==> src/rtl/dlos_pkg.sv <==
package dlos_pkg;
   // Clamp a requested length into [lo, hi].
   function automatic int unsigned dlos_clamp(input int unsigned v,
                                              input int unsigned lo,
                                              input int unsigned hi);
      if (v < lo)      return lo;
      else if (v > hi) return hi;
      else             return v;
   endfunction
endpackage

==> src/rtl/dlos_zero_run.sv <==
module dlos_zero_run #(
   parameter int LEN_W   = 8,
   parameter int LEN_MAX = 250
) (
   input  logic             clk,
   input  logic             rst_n,
   input  logic             bit_valid,
   input  logic             bit_in,
   input  logic             los,
   input  logic [LEN_W-1:0] eff_len,
   output logic             run_hit
);
   localparam logic [LEN_W-1:0] CNT_CAP = LEN_W'(LEN_MAX);

   logic [LEN_W-1:0] zcnt;
   logic [LEN_W:0]   zcnt_inc;

   assign zcnt_inc = {1'b0, zcnt} + 1'b1;
   assign run_hit  = bit_valid && !bit_in && !los && (zcnt_inc >= {1'b0, eff_len});

   always_ff @(posedge clk or negedge rst_n) begin
      if (!rst_n)                 zcnt <= '0;
      else if (los)               zcnt <= '0;
      else if (bit_valid) begin
         if (bit_in)              zcnt <= '0;
         else if (zcnt != CNT_CAP) zcnt <= zcnt_inc[LEN_W-1:0];
      end
   end


   zrun_bound_chk: assert property (@(posedge clk) disable iff (!rst_n)
      zcnt <= CNT_CAP);


   zrun_hold_chk: assert property (@(posedge clk) disable iff (!rst_n)
      !$stable(zcnt) |-> ($past(bit_valid) || $past(los)));
endmodule

==> src/rtl/dlos_density_win.sv <==
module dlos_density_win #(
   parameter int LEN_W = 8
) (
   input  logic             clk,
   input  logic             rst_n,
   input  logic             bit_valid,
   input  logic             bit_in,
   input  logic             los,
   input  logic [LEN_W-1:0] eff_len,
   output logic             win_clear
);
   localparam int PW = LEN_W + 2;

   logic [LEN_W-1:0] win_cnt, ones_cnt;
   logic [LEN_W:0]   win_nxt, ones_nxt;
   logic [PW-1:0]    triple;
   logic             win_end;

   assign win_nxt   = {1'b0, win_cnt} + 1'b1;
   assign ones_nxt  = {1'b0, ones_cnt} + {{LEN_W{1'b0}}, bit_in};
   assign triple    = PW'(ones_nxt) * PW'(3);
   assign win_end   = los && bit_valid && (win_nxt >= {1'b0, eff_len});
   assign win_clear = win_end && (triple > PW'(eff_len));

   always_ff @(posedge clk or negedge rst_n) begin
      if (!rst_n) begin
         win_cnt  <= '0;
         ones_cnt <= '0;
      end else if (!los || win_end) begin
         win_cnt  <= '0;
         ones_cnt <= '0;
      end else if (bit_valid) begin
         win_cnt  <= win_nxt[LEN_W-1:0];
         ones_cnt <= ones_nxt[LEN_W-1:0];
      end
   end


   ones_le_win_chk: assert property (@(posedge clk) disable iff (!rst_n)
      ones_cnt <= win_cnt);


   win_bound_chk: assert property (@(posedge clk) disable iff (!rst_n)
      win_cnt < eff_len);
endmodule

==> src/rtl/dlos_detect.sv <==
module dlos_detect #(
   parameter int LEN_MIN   = 100,
   parameter int LEN_MAX   = 250,
   parameter int LEN_W     = 8,
   parameter bit CLAMP_LEN = 1'b1
) (
   input  logic             clk,
   input  logic             rst_n,
   input  logic             bit_valid,
   input  logic             bit_in,
   input  logic [LEN_W-1:0] run_len,
   output logic             los
);
   import dlos_pkg::*;

   logic [LEN_W-1:0] eff_len;
   logic             run_hit, win_clear, los_q;

   generate
      if (LEN_MIN < 1 || LEN_MAX < LEN_MIN || LEN_MAX >= (1 << LEN_W)) begin : g_bad
         $error("dlos_detect: length parameters out of range");
      end
      if (CLAMP_LEN) begin : g_clamp
         assign eff_len = LEN_W'(dlos_clamp(32'(run_len), LEN_MIN, LEN_MAX));
      end else begin : g_pass
         assign eff_len = run_len;
      end
   endgenerate

   dlos_zero_run #(.LEN_W(LEN_W), .LEN_MAX(LEN_MAX)) u_run (
      .clk(clk), .rst_n(rst_n), .bit_valid(bit_valid), .bit_in(bit_in),
      .los(los_q), .eff_len(eff_len), .run_hit(run_hit));

   dlos_density_win #(.LEN_W(LEN_W)) u_win (
      .clk(clk), .rst_n(rst_n), .bit_valid(bit_valid), .bit_in(bit_in),
      .los(los_q), .eff_len(eff_len), .win_clear(win_clear));

   always_ff @(posedge clk or negedge rst_n) begin
      if (!rst_n)                  los_q <= 1'b0;
      else if (!los_q && run_hit)  los_q <= 1'b1;
      else if (los_q && win_clear) los_q <= 1'b0;
   end

   assign los = los_q;


   len_range_chk: assert property (@(posedge clk) disable iff (!rst_n)
      !CLAMP_LEN || (eff_len >= LEN_W'(LEN_MIN) && eff_len <= LEN_W'(LEN_MAX)));


   set_on_zero_chk: assert property (@(posedge clk) disable iff (!rst_n)
      $rose(los_q) |-> $past(bit_valid && !bit_in));


   idle_hold_chk: assert property (@(posedge clk) disable iff (!rst_n)
      !$stable(los_q) |-> $past(bit_valid));
endmodule

==> config.mk <==
export PLATFORM = sky130hd
export DESIGN_NAME = dlos_detect
export DESIGN_NICKNAME = d
export VERILOG_FILES = /design/src/rtl/dlos_pkg.sv /design/src/rtl/dlos_zero_run.sv /design/src/rtl/dlos_density_win.sv /design/src/rtl/dlos_detect.sv
export SDC_FILE = /design/constraint.sdc
export NUM_CORES = 1
export LEC_CHECK = 0
export BUFFER_PORTS_ARGS = -buffer_cell sky130_fd_sc_hd__buf_2
export CORE_UTILIZATION = 25
export CTS_CLUSTER_DIAMETER = 100
export DETAILED_ROUTE_END_ITERATION = 10
export GPL_ROUTABILITY_DRIVEN = 0
export PLACE_DENSITY = 0.37
export SLEW_MARGIN = 20
export SYNTH_ARGS = -nofsm -noshare
export SYNTH_HDL_FRONTEND = slang
export SYNTH_HIERARCHICAL = 1
export SYNTH_SLANG_ARGS = --single-unit
==> constraint.sdc <==
create_clock -name clk -period 9.8 [get_ports clk]
set_clock_uncertainty 0.2 [all_clocks]
set_input_delay 1.96 -clock clk [delete_from_list [all_inputs] [get_ports clk]]
set_output_delay 1.96 -clock clk [all_outputs]
set_load 0.05 [all_outputs]
# == Yosys cells after proc, flatten, opt, wreduce, memory -nomap -nowiden ==
# Cells that the tools add are included.
# op_classes
addsub,3
multipliers,1
magnitude_cmp,5
n_eq_ne,1
n_mux,12
n_reduce_logical,16
# op_table
cell,n
8-bit two-way mux,10
"8-bit by 1-bit adder with 9-bit output, second input constant",2
9-bit by 8-bit greater-or-equal comparator with 1-bit output,2
10-bit by 8-bit > comparator with 1-bit output,1
"9-bit by 2-bit multiplier with 10-bit output, second input constant",1
8-bit by 1-bit adder with 9-bit output,1
"8-bit > comparator, second input constant",1
1-bit logical AND,8
"8-bit by 7-bit less-than comparator with 1-bit output, second input constant",1
"8-bit != test, second input constant",1
2-bit nonzero test,3
3-bit nonzero test,1
1-bit zero test,2
1-bit two-way mux,2
2-bit AND reduction,1
1-bit logical OR,1
# totals
ff_bits,25
in_bits,12
out_inout_bits,1
word_cells,42

# == Logic depth before layout (Yosys ltp) ==
# depth
ltp_word,9
mapped_depth,18
mapped_depth_nobuf,17

# == Cells and area by module ==
# The synthesis kept the hierarchy.
# by_module_without_submodules
mod,n_inst,cells_per_inst,area_per_inst_um2,seq_area_each_um2
dlos_density_win,1,193,1751.7,400.4
dlos_zero_run,1,80,699.4,200.2
dlos_detect,1,21,153.9,25.0

# == Worst setup path after synthesis ==
# OpenSTA, ideal clock, no wires.
# synth_timing
path_type,input to register
from,in bit_in
to,"reg los_q, in the netlist los"
setup_ps,156
arrival_ps,4760
required_time_ps,9444
slack_ps,4684
stages,16
path_buffers,1
path_cell_list,ha_1 ha_1 buf_2 xor2_1 fa_1 a21o_1 a21o_1 o31ai_1 a22oi_1 xnor2_1 ha_1 a211oi_1 o211ai_1 o221ai_1 a311oi_1 a21oi_1
# synth_via
elab_chain_len,6
word_cells_on_any_way,12
cone_classes,add/sub (1); mul (1); order compare (1); mux (1); reduce/logical (8)
# synth_lines
item,line_no,text
"start, declared",dlos_detect.sv:10,"input logic bit_in,"
8-bit by 1-bit adder with 9-bit output,dlos_density_win.sv:20,"assign ones_nxt = {1'b0, ones_cnt} + {{LEN_W{1'b0}}, bit_in};"
9-bit by 2-bit multiplier with 10-bit output,dlos_density_win.sv:21,assign triple = PW'(ones_nxt) * PW'(3);
10-bit by 8-bit > comparator with 1-bit output,dlos_density_win.sv:23,assign win_clear = win_end && (triple > PW'(eff_len));
1-bit logical AND,dlos_density_win.sv:23,
via win_clear,dlos_detect.sv:17,"logic run_hit, win_clear, los_q;"
1-bit logical AND,dlos_detect.sv:41,else if (los_q && win_clear) los_q <= 1'b0;
2-bit nonzero test (no line),-,
"end signal, assigned",dlos_detect.sv:39,if (!rst_n) los_q <= 1'b0;
"end signal, assigned",dlos_detect.sv:40,else if (!los_q && run_hit) los_q <= 1'b1;
"end signal, assigned",dlos_detect.sv:41,
"end, declared",dlos_detect.sv:17,
# The timed path passes the listed nets, and every way through them passes these cells.
# A chain may end at the register's enable or synchronous reset.

# == Final worst setup path ==
# Ends and elaborated chain as after synthesis.

==> results.py <==
metrics = {
    "yosys": {
        "syn_area_per_cell_sq_um": 8.86,
        "synth_edf_count": 0,
        "yosysWarningCount": 6,
        "ys_types": 62,
        "synth.yosys.seq_area_share_pct": 24.0,
        "synth_async_sr_flop_share_pct": 100,
        "nets_in_the_synthesized_netlist": 344,
        "synth_area_sq_um": 2600,
        "ys_top_cells_by_count": "ha_1, dfrtp_1, inv_1",
        "dominantRegCellSynth": "dfrtp_1",
        "synthCells": 294,
        "yosysTopAreaCell": "dfrtp_1",
        "netlist.area_leader.share_pct": 24.0,
        "synth_seq_cells": 25,
        "yosys-top-cells-area": "dfrtp_1, ha_1, xnor2_1, a21oi_1, inv_1",
        "most_instantiated_library_cell_after_synthesis": "ha_1",
    },
    "sta": {
        "tcrit_tclk_final_pct": 55.2,
        "fin_crit_ps": 5410,
        "finalSetupViolations": 0,
        "setup_repair_after_global_routing_missed_its_margin": "no",
        "hold_viol": 0,
        "hold_slack_ps": 321,
        "timing.setup.tns_ps": 0,
        "maxSlewViolCount": 0,
        "worstMarginPinSlew_ps": 991,
        "maximum_operating_frequency_ghz": 0.185,
        "max-slew-margin-rel_pct": 33.8,
    },
    "floorplan": {
        "placeableCoreArea_sq_um": 9950,
        "die_height_microns": 104,
        "floorplan.io_pins": 13,
        "rows": 36,
        "initial_standard_cell_utilization_of_the_core_pct": 26.2,
        "die_x_microns": 104,
        "dieArea_sq_um": 10800,
    },
    "cells_and_area": {
        "final_layout_size_suffix_gt1_share_pct": 11.3,
        "area_growth_syn_to_layout_pct": 8.89,
        "final_core_util_pct": 28.5,
        "antenna_cells": 0,
        "final_nets": 352,
    },
    "worst_setup_path": {
        "critPathRequiredTime_ps": 9760,
        "reg2reg_setup_slack_ps": 5840,
        "timing_worst_setup_path_type": "primary input to flop",
        "reg2reg_from": "u_win/ones_cnt[0]$_DFFE_PN0P_",
        "critPathMaxFanout": 8,
        "max_stage_delay_ps": 360,
        "arrival_ps": 5370,
        "startpoint_type": "primary input",
        "worst_path_most_repeated_cell": "ha_1",
        "critical_path.endpoint_type": "flop",
        "timing.critical_path.cells": "buf_2, ha_1, ha_1, nand3_2, nor2_1, xor2_1, ha_1, a21oi_1, nand2_1, a31oi_1, a22oi_1, xnor2_1, ha_1, a211oi_1, o211ai_1, o221ai_1, a311oi_1, a21oi_1",
        "timing.critical_path.slowest_stage_cell": "ha_1",
        "crit_start": "bit_in",
    },
    "route": {
        "final_antenna_net_count": 0,
        "routed_wire_length_per_instance_microns": 14.9,
        "detail_route.first_pass.iterations": 4,
        "post-route-drc-count": 0,
        "drt_iter0_drc": 99,
        "detailroute.via_count": 2103,
        "wl_final_mm": 6.46,
        "drt-vias-per-instance": 4.85,
    },
    "power_and_ir_drop": {
        "clock_power_share_pct": 27.3,
        "sequentialPowerShare_pct": 48.5,
        "power_leakage_nw": 1.39,
        "internal_power_of_the_cells_w": 0.000157,
        "power.density_nw_per_um2": 83.6,
        "netSwitchingPower_w": 0.0000802,
        "ir_worst_vdd_uv": 51.4,
        "pwr-share-comb_pct": 24.2,
        "power.switching_fraction_pct": 33.8,
    },
    "worst_hold_path": {
        "min_path_type": "flop to flop",
        "min_from": "u_win/ones_cnt[0]$_DFFE_PN0P_",
    },
    "clock_network": {
        "post-cts-setup-buffer-count": 0,
        "cts_hold_buf": 0,
        "cts_resized": 0,
        "cts.clk_slew.worst_paths_ps": 100,
        "cts-root-to-sink-buffers": 2,
        "cts-htree-levels": 1,
        "cts_root_buffer": "clkbuf_8",
        "clock_sink_count": 25,
        "cts_buf_count": 3,
        "clk-insertion-delay-late_ps": 280,
        "cts_tree": "built",
    },
    "grt": {
        "first_global_vias": 2077,
        "global_route_total_overflow": 0,
        "antenna_found_initial": 0,
        "pin_count_of_the_biggest_net_entering_global_routing": 26,
        "grt_first_pass_wirelength_mm": 10.9,
        "globalRouteTotalUtil_pct": 12.6,
    },
    "place": {
        "post-dp-hpwl_mm": 5.13,
        "placement.io_buffers": 12,
    },
    "status": {
        "run_status": "finished, final reports clean",
    },
    "job": {
        "maximum_capacitance_violations": 0,
    },
}
critical path: cells and delay by family:
kind / cells / cell delay (ps)
simple gates: 3 / 500
fa+ha+maj: 4 / 1230
xor+xnor: 2 / 390
compound gates: 8 / 1140
buf+inv: 1 / 120
state kept, by name (all words and copies together) (netlist names):
name and count:
los 1, u_win/win_cnt 8, u_win/ones_cnt 8, u_run/zcnt 8
layout by cell type (no fill, tap or decap), types with 9 or more instances in the layout:
| master | instances |
|---|---|
| ha_1 | 37 |
| dfrtp_1 | 25 |
| inv_1 | 24 |
| nand2_1 | 22 |
| a21oi_1 | 21 |
| o21ai_0 | 13 |
| xnor2_1 | 13 |
| buf_2 | 12 |
| nand3_1 | 10 |
| xor2_1 | 10 |
| a22o_1 | 9 |
kinds of logic (layout without fill, tap and decap cells):
group	count (synthesis)	in the layout	share of synthesized area (%)
DFF	25	25	24.0
buffers and inverters	34	41	5.33
and+or+nand+nor	86	86	18.9
adders and majority gates	38	38	18.5
AOI/OAI and AO/OA	83	83	22.8
muxes	4	4	1.82
xor gates and xnor gates	24	24	8.60
layer usage:
metal / GRT usage [%] / up-vias / part of all wire (%)
met1: 16.6 / 1001 / 50
li1: - / 1085 / -
met5: 0 / - / 0
met4: 2.45 / 0 / 0.73
met3: 1.88 / 2 / 1.4
met2: 21.9 / 15 / 48
metrics by stage:
| stage | cells | total power (W) | worst slack (ps) | area (sq um) |
|---|---|---|---|---|
| detailed placement | 430 | 0.000176 | 4120 | 2790 |
| floorplan | 294 | 0.000155 | 4680 | 2610 |
| global placement | 430 | 0.000176 | 4210 | 2790 |
| CTS | 434 | 0.000244 | 4410 | 2840 |
| global route | 434 | 0.000255 | 4110 | 2840 |
| finish | 434 | 0.000237 | 4390 | 2840 |
final cells by class:
cell class              count  area [sq um]
well taps                 133           166
clock inverters             1          5.00
fillers                  1086          7120
flip-flops and latches     25           626
clock buffers               3          41.3
multi-input cells         235          1840
repair buffers             13          67.6
inverters                  24          90.1
path summary, 6_finish.rpt:
kind | to | cells past startpoint
max in group asynchronous | u_win/ones_cnt[6]$_DFFE_PN0P_ | 1
worst max-delay path | los$_DFFE_PN0P_ | 18
worst max register to register | los$_DFFE_PN0P_ | 17
worst min register to register | u_win/ones_cnt[0]$_DFFE_PN0P_ | 1
worst min-delay path | u_win/ones_cnt[0]$_DFFE_PN0P_ | 1
min in group asynchronous | u_run/zcnt[1]$_DFFE_PN0P_ | 1
power by group through the flow:
stage	sequential (W)	clock (W)	combinational (W)
global route	0.000116	0.0000725	0.0000667
floorplan	0.000116	0	0.0000387
global placement	0.000117	0	0.0000585
CTS	0.000115	0.0000695	0.0000589
finish	0.000115	0.0000648	0.0000573
detailed placement	0.000117	0	0.0000587
Note: power is estimated with default switching activity, not from simulation.
